### src/rtl/slc_pkg.sv
package slc_pkg;
  typedef enum logic {
    SLC_MTF       = 1'b0,
    SLC_TRANSPOSE = 1'b1
  } slc_rule_e;
endpackage

### src/rtl/slc_pos_table.sv
// Per-symbol position registers, all updated in parallel from the sent code.
module slc_pos_table #(
  parameter int                 GW   = 2,
  parameter slc_pkg::slc_rule_e RULE = slc_pkg::SLC_MTF,
  localparam int                NSYM = 1 << GW
) (
  input  logic                      clk_i,
  input  logic                      rst_ni,
  input  logic                      upd_i,
  input  logic [GW-1:0]             code_i,
  output logic [NSYM-1:0][GW-1:0]   pos_o
);
  localparam logic [GW-1:0] ONE = GW'(1);

  for (genvar s = 0; s < NSYM; s++) begin : g_sym
    logic [GW-1:0] pos_q, pos_d;

    if (RULE == slc_pkg::SLC_MTF) begin : g_mtf
      always_comb begin
        if (pos_q == code_i)     pos_d = '0;
        else if (pos_q < code_i) pos_d = pos_q + ONE;
        else                     pos_d = pos_q;
      end
    end else begin : g_tr
      always_comb begin
        if ((pos_q == code_i) && (pos_q != '0))            pos_d = pos_q - ONE;
        else if ((code_i != '0) && (pos_q == code_i - ONE)) pos_d = pos_q + ONE;
        else                                                pos_d = pos_q;
      end
    end

    always_ff @(posedge clk_i or negedge rst_ni) begin
      if (!rst_ni)    pos_q <= GW'(s);
      else if (upd_i) pos_q <= pos_d;
    end

    assign pos_o[s] = pos_q;
  end
endmodule

### src/rtl/slc_enc_group.sv
module slc_enc_group #(
  parameter int                 GW     = 2,
  parameter slc_pkg::slc_rule_e RULE   = slc_pkg::SLC_MTF,
  parameter bit                 XOR_EN = 1'b0
) (
  input  logic          clk_i,
  input  logic          rst_ni,
  input  logic          valid_i,
  input  logic [GW-1:0] sym_i,
  output logic [GW-1:0] bus_o
);
  localparam int NSYM = 1 << GW;

  logic [NSYM-1:0][GW-1:0] pos;
  logic [GW-1:0]           code;
  logic [GW-1:0]           bus_q, bus_d;

  slc_pos_table #(.GW(GW), .RULE(RULE)) u_tab (
    .clk_i  (clk_i),
    .rst_ni (rst_ni),
    .upd_i  (valid_i),
    .code_i (code),
    .pos_o  (pos)
  );

  // selection mux: the only logic ahead of the output register
  assign code = pos[sym_i];

  if (XOR_EN) begin : g_xor
    assign bus_d = bus_q ^ code;
  end else begin : g_plain
    assign bus_d = code;
  end

  always_ff @(posedge clk_i or negedge rst_ni) begin
    if (!rst_ni)      bus_q <= '0;
    else if (valid_i) bus_q <= bus_d;
  end

  assign bus_o = bus_q;
endmodule

### src/rtl/slc_dec_group.sv
module slc_dec_group #(
  parameter int                 GW     = 2,
  parameter slc_pkg::slc_rule_e RULE   = slc_pkg::SLC_MTF,
  parameter bit                 XOR_EN = 1'b0
) (
  input  logic          clk_i,
  input  logic          rst_ni,
  input  logic          valid_i,
  input  logic [GW-1:0] bus_i,
  output logic [GW-1:0] sym_o
);
  localparam int NSYM = 1 << GW;

  logic [NSYM-1:0][GW-1:0] pos;
  logic [GW-1:0]           code;
  logic [GW-1:0]           sym;
  logic [GW-1:0]           sym_q;

  if (XOR_EN) begin : g_xor
    logic [GW-1:0] prev_q;
    always_ff @(posedge clk_i or negedge rst_ni) begin
      if (!rst_ni)      prev_q <= '0;
      else if (valid_i) prev_q <= bus_i;
    end
    assign code = bus_i ^ prev_q;
  end else begin : g_plain
    assign code = bus_i;
  end

  slc_pos_table #(.GW(GW), .RULE(RULE)) u_tab (
    .clk_i  (clk_i),
    .rst_ni (rst_ni),
    .upd_i  (valid_i),
    .code_i (code),
    .pos_o  (pos)
  );

  // positions form a permutation, so exactly one symbol matches
  always_comb begin
    sym = '0;
    for (int s = 0; s < NSYM; s++) begin
      if (pos[s] == code) sym = GW'(s);
    end
  end

  always_ff @(posedge clk_i or negedge rst_ni) begin
    if (!rst_ni)      sym_q <= '0;
    else if (valid_i) sym_q <= sym;
  end

  assign sym_o = sym_q;
endmodule

### src/rtl/slc_addr_codec.sv
module slc_addr_codec #(
  parameter int                 ADDR_W = 32,
  parameter int                 GRP_W  = 2,
  parameter slc_pkg::slc_rule_e RULE   = slc_pkg::SLC_MTF,
  parameter bit                 XOR_EN = 1'b0
) (
  input  logic              clk_i,
  input  logic              rst_ni,
  input  logic              enc_valid_i,
  input  logic [ADDR_W-1:0] enc_addr_i,
  output logic              enc_valid_o,
  output logic [ADDR_W-1:0] enc_bus_o,
  input  logic              dec_valid_i,
  input  logic [ADDR_W-1:0] dec_bus_i,
  output logic              dec_valid_o,
  output logic [ADDR_W-1:0] dec_addr_o
);
  localparam int NUM_GRP = ADDR_W / GRP_W;

  logic enc_vld_q, dec_vld_q;

  for (genvar g = 0; g < NUM_GRP; g++) begin : g_grp
    slc_enc_group #(.GW(GRP_W), .RULE(RULE), .XOR_EN(XOR_EN)) u_enc (
      .clk_i   (clk_i),
      .rst_ni  (rst_ni),
      .valid_i (enc_valid_i),
      .sym_i   (enc_addr_i[g*GRP_W +: GRP_W]),
      .bus_o   (enc_bus_o[g*GRP_W +: GRP_W])
    );

    slc_dec_group #(.GW(GRP_W), .RULE(RULE), .XOR_EN(XOR_EN)) u_dec (
      .clk_i   (clk_i),
      .rst_ni  (rst_ni),
      .valid_i (dec_valid_i),
      .bus_i   (dec_bus_i[g*GRP_W +: GRP_W]),
      .sym_o   (dec_addr_o[g*GRP_W +: GRP_W])
    );
  end

  always_ff @(posedge clk_i or negedge rst_ni) begin
    if (!rst_ni) begin
      enc_vld_q <= 1'b0;
      dec_vld_q <= 1'b0;
    end else begin
      enc_vld_q <= enc_valid_i;
      dec_vld_q <= dec_valid_i;
    end
  end

  assign enc_valid_o = enc_vld_q;
  assign dec_valid_o = dec_vld_q;
endmodule

### config.mk
export PLATFORM = sky130hd
export DESIGN_NAME = slc_addr_codec
export DESIGN_NICKNAME = d
export VERILOG_FILES = /design/src/rtl/slc_pkg.sv /design/src/rtl/slc_pos_table.sv /design/src/rtl/slc_enc_group.sv /design/src/rtl/slc_dec_group.sv /design/src/rtl/slc_addr_codec.sv
export SDC_FILE = /design/constraint.sdc
export NUM_CORES = 1
export LEC_CHECK = 0
export BUFFER_PORTS_ARGS = -buffer_cell sky130_fd_sc_hd__clkbuf_2
export CAP_MARGIN = 10
export CORE_UTILIZATION = 30
export CTS_BUF_LIST = sky130_fd_sc_hd__clkbuf_4 sky130_fd_sc_hd__clkbuf_8 sky130_fd_sc_hd__clkbuf_16
export DETAILED_ROUTE_END_ITERATION = 8
export PLACE_DENSITY = 0.42
export SLEW_MARGIN = 20
export SYNTH_ARGS = -nofsm -noshare
export SYNTH_HDL_FRONTEND = slang
export SYNTH_SLANG_ARGS = --single-unit
### constraint.sdc
create_clock -name clk_i -period 3.1 [get_ports clk_i]
set_clock_uncertainty 0.1 [all_clocks]
set_input_delay 0.62 -clock clk_i [delete_from_list [all_inputs] [get_ports clk_i]]
set_output_delay 0.62 -clock clk_i [all_outputs]
set_load 0.005 [all_outputs]
==> results.yml <==
timing:
  worst_pin_slew_ps: 645
  fin_crit_sh_pct: 74.1
  grt_setup_unrepaired: "false"
  period_minus_slack_ps: 2300
  finalSetupViolCount: 0
  finalSetupTns_ps: 0
  relSlewSlack_pct: 56.9
  max_freq_mhz: 435
  hold_slack_ps: 232
  slew_violations: 0
  hold_violations: 0
yosys:
  synthArstFlopShare_pct: 100
  syn_nets: 2381
  syn_area_mm2: 0.0205
  synth_xor_area_share_pct: 0
  synth_mux_area_share_pct: 7.19
  synthSimpleGateAreaFrac_pct: 21.8
  synth_cells: 2089
  synth_cell_types: 49
  synth-edff-count: 0
  synth_fa_ha_area_share_pct: 13.7
  avgSynthCellArea_um2: 9.80
  synth_compound_area_share_pct: 16.9
  synth_seq_cells: 290
  ys_seq_area_share_pct: 36.2
  synth_top_family_by_area: "simple AND/OR/NAND/NOR gates"
  synth_ff_type: "dfrtp_1"
  yosysWarnings: 0
floorplan:
  initial_core_util_pct: 30.4
  dieWidth_um: 263
  core-area_mm2: 0.0674
  die_h_um: 263
  die-area_mm2: 0.0693
  pin_count: 134
  std_cell_rows: 95
setup_path:
  timing.rr.start: "g_grp[11].u_enc.u_tab.g_sym[1].pos_q[1]"
  critPathLaunch: "g_grp[11].u_enc.u_tab.g_sym[1].pos_q[1]"
  path_cells: "mux4_2 -> inv_1 -> ha_1 -> nor2b_1 -> or4_1 -> o211ai_1"
  required_ps: 3470
  critPathMaxStageDelay_ps: 480
  cp.arrival_ps: 2670
  critPathLaunchType: "flop"
  cp-end-kind: "flop"
  path_max_fanout: 5
  crit_type: "reg2reg"
  critPathSlowestCell: "mux4_2"
finish:
  syn_to_final_growth_pct: 15.2
  drive_gt1_share_pct: 19.4
  final_nets: 2520
  layout_commonest_cell: "nand2_1"
  layout_common_cells: "nand2_1 (231), ha_1 (224), dfrtp_1 (162), inv_1 (147), nor2b_1 (138)"
global_route:
  gr-total-overflow: 0
  grt_use_total_pct: 13.8
  antenna_found_initial: 3
  grt_max_degree: 130
  grt_pass1_wl_um: 80800
  first_global_vias: 16626
clock_tree:
  cts_tree: "built"
  tritoncts_num_sinks: 290
  clkSlewWorstSetupHoldPaths_ps: 50
  cts_setup_buffers: 0
  cts_made_buffers: 41
  htreeDepth: 2
  cts_root_buf: "clkbuf_16"
  clockBufferDepth: 3
  clk_latency_ps: 550
detailed_routing:
  first_pass_iters: 5
  drt-total-wl_um: 47200
  drc: 0
  routed_via_density: 5.25
  post_drt_wl_per_cell_um: 15.1
  ant_nets: 0
  drtIter0Drc: 603
  vias: 16460
placed_design:
  place_congestion: 0.778
  io_buffers: 133
  dp_hpwl_um: 33000
min_path:
  hold_path_class: "in2reg"
  hold_start: "enc_valid_i"
job:
  drv_cap: 0
run_status:
  outcome: "complete, no violations"
power_and_ir_drop:
  power_w: 0.0187
  leakage_nw: 10.1
  power_density_mw_per_mm2: 793
  ir_drop_mv: 0.333
==> final cells by class <==
cell class,count,area (um^2)
Tap cell,873,1090
Fill cell,6704,43800
Clock buffer,64,1250
Antenna cell,1,2.50
Inverter,149,559
Sequential cell,290,7420
Clock inverter,11,116
Timing Repair Buffer,151,938
Multi-Input combinational cell,1595,12200
==> critical path: cells and delay by family, from the launching register on <==
kind	cells	cell delay [ps]
compound gates	1	110
fa+ha+maj	1	280
buf+inv	1	170
flops	1	430
mux	1	480
simple gates	2	640
==> state kept, by name, summed over array words and instances, names as in the netlist <==
register and cells:
g_grp.u_dec.u_tab.g_sym.pos_q 96, g_grp.u_enc.bus_o 32, g_grp.u_enc.u_tab.g_sym.pos_q 128, enc_valid_o 1, g_grp.u_dec.sym_o 32, dec_valid_o 1
==> per-layer routing <==
metal,share of wire (%),GRT usage (%),vias up
li1,-,-,8210
met1,47,17.5,8004
met2,47,23.5,165
met3,3.3,2.44,77
met4,2.5,4.88,4
met5,0.057,0,-
==> final timing paths <==
| check | to | slack (ps) | depth (start not counted) |
|---|---|---|---|
| max | g_grp[11].u_enc.u_tab.g_sym[1].pos_q[0] | 800 | 6 |
| min | enc_valid_o | 230 | 1 |
| max reg2reg | g_grp[11].u_enc.u_tab.g_sym[1].pos_q[0] | 800 | 6 |
| min reg2reg | g_grp[3].u_dec.u_tab.g_sym[2].pos_q[0] | 390 | 1 |
| max in group asynchronous | g_grp[0].u_dec.u_tab.g_sym[1].pos_q[0] | 1610 | 3 |
| min in group asynchronous | g_grp[0].u_enc.bus_o[1] | 490 | 2 |
==> kinds of logic after synthesis <==
| family | Yosys count |
|---|---|
| buffers and inverters | 204 |
| multiplexers | 103 |
| AND/OR/NAND/NOR | 814 |
| adder cells (fa/ha/maj) | 224 |
| AO/OA/AOI/OAI | 454 |
| flip-flops | 290 |
==> metrics by stage <==
step           setup WS [ps]  instance area, um^2  util (%)  instances
6_report                 802                23600      35.0       3134
5_1_grt                  658                23600      35.0       3134
3_5_place_dp             442                22200      32.9       3057
3_3_place_gp             472                22200      32.9       3057
4_1_cts                  788                23600      35.0       3133
2_1_floorplan            711                20500         -       2089
==> where the power goes <==
group / switching [W] / internal, W / total [W]
registers: 0.00109 / 0.00539 / 0.00647
clock network: 0.00185 / 0.00295 / 0.00480
logic: 0.00401 / 0.00341 / 0.00742
total: 0.00694 / 0.0118 / 0.0187
==> Yosys cell counts (40+ instances only) <==
| cell type | n | area, um^2 |
|---|---|---|
| nor2b_1 | 138 | 863 |
| nand2_1 | 231 | 867 |
| nor2_1 | 45 | 169 |
| nand2b_1 | 119 | 744 |
| ha_1 | 224 | 2800 |
| nand3b_1 | 45 | 338 |
| inv_1 | 147 | 552 |
| o311ai_0 | 44 | 385 |
| a31oi_1 | 55 | 344 |
| buf_2 | 40 | 200 |
| dfstp_2 | 128 | 3360 |
| dfrtp_1 | 162 | 4050 |
| o211ai_1 | 123 | 923 |
| nand3_1 | 96 | 480 |
==> repair_timing <==
item | 4_1_cts | 5_1_grt
resized for setup | 0 | 0
endpoints found under the hold margin | 20 | 0
hold buffers | 1 | 0
(Power assumes the default switching activity.)
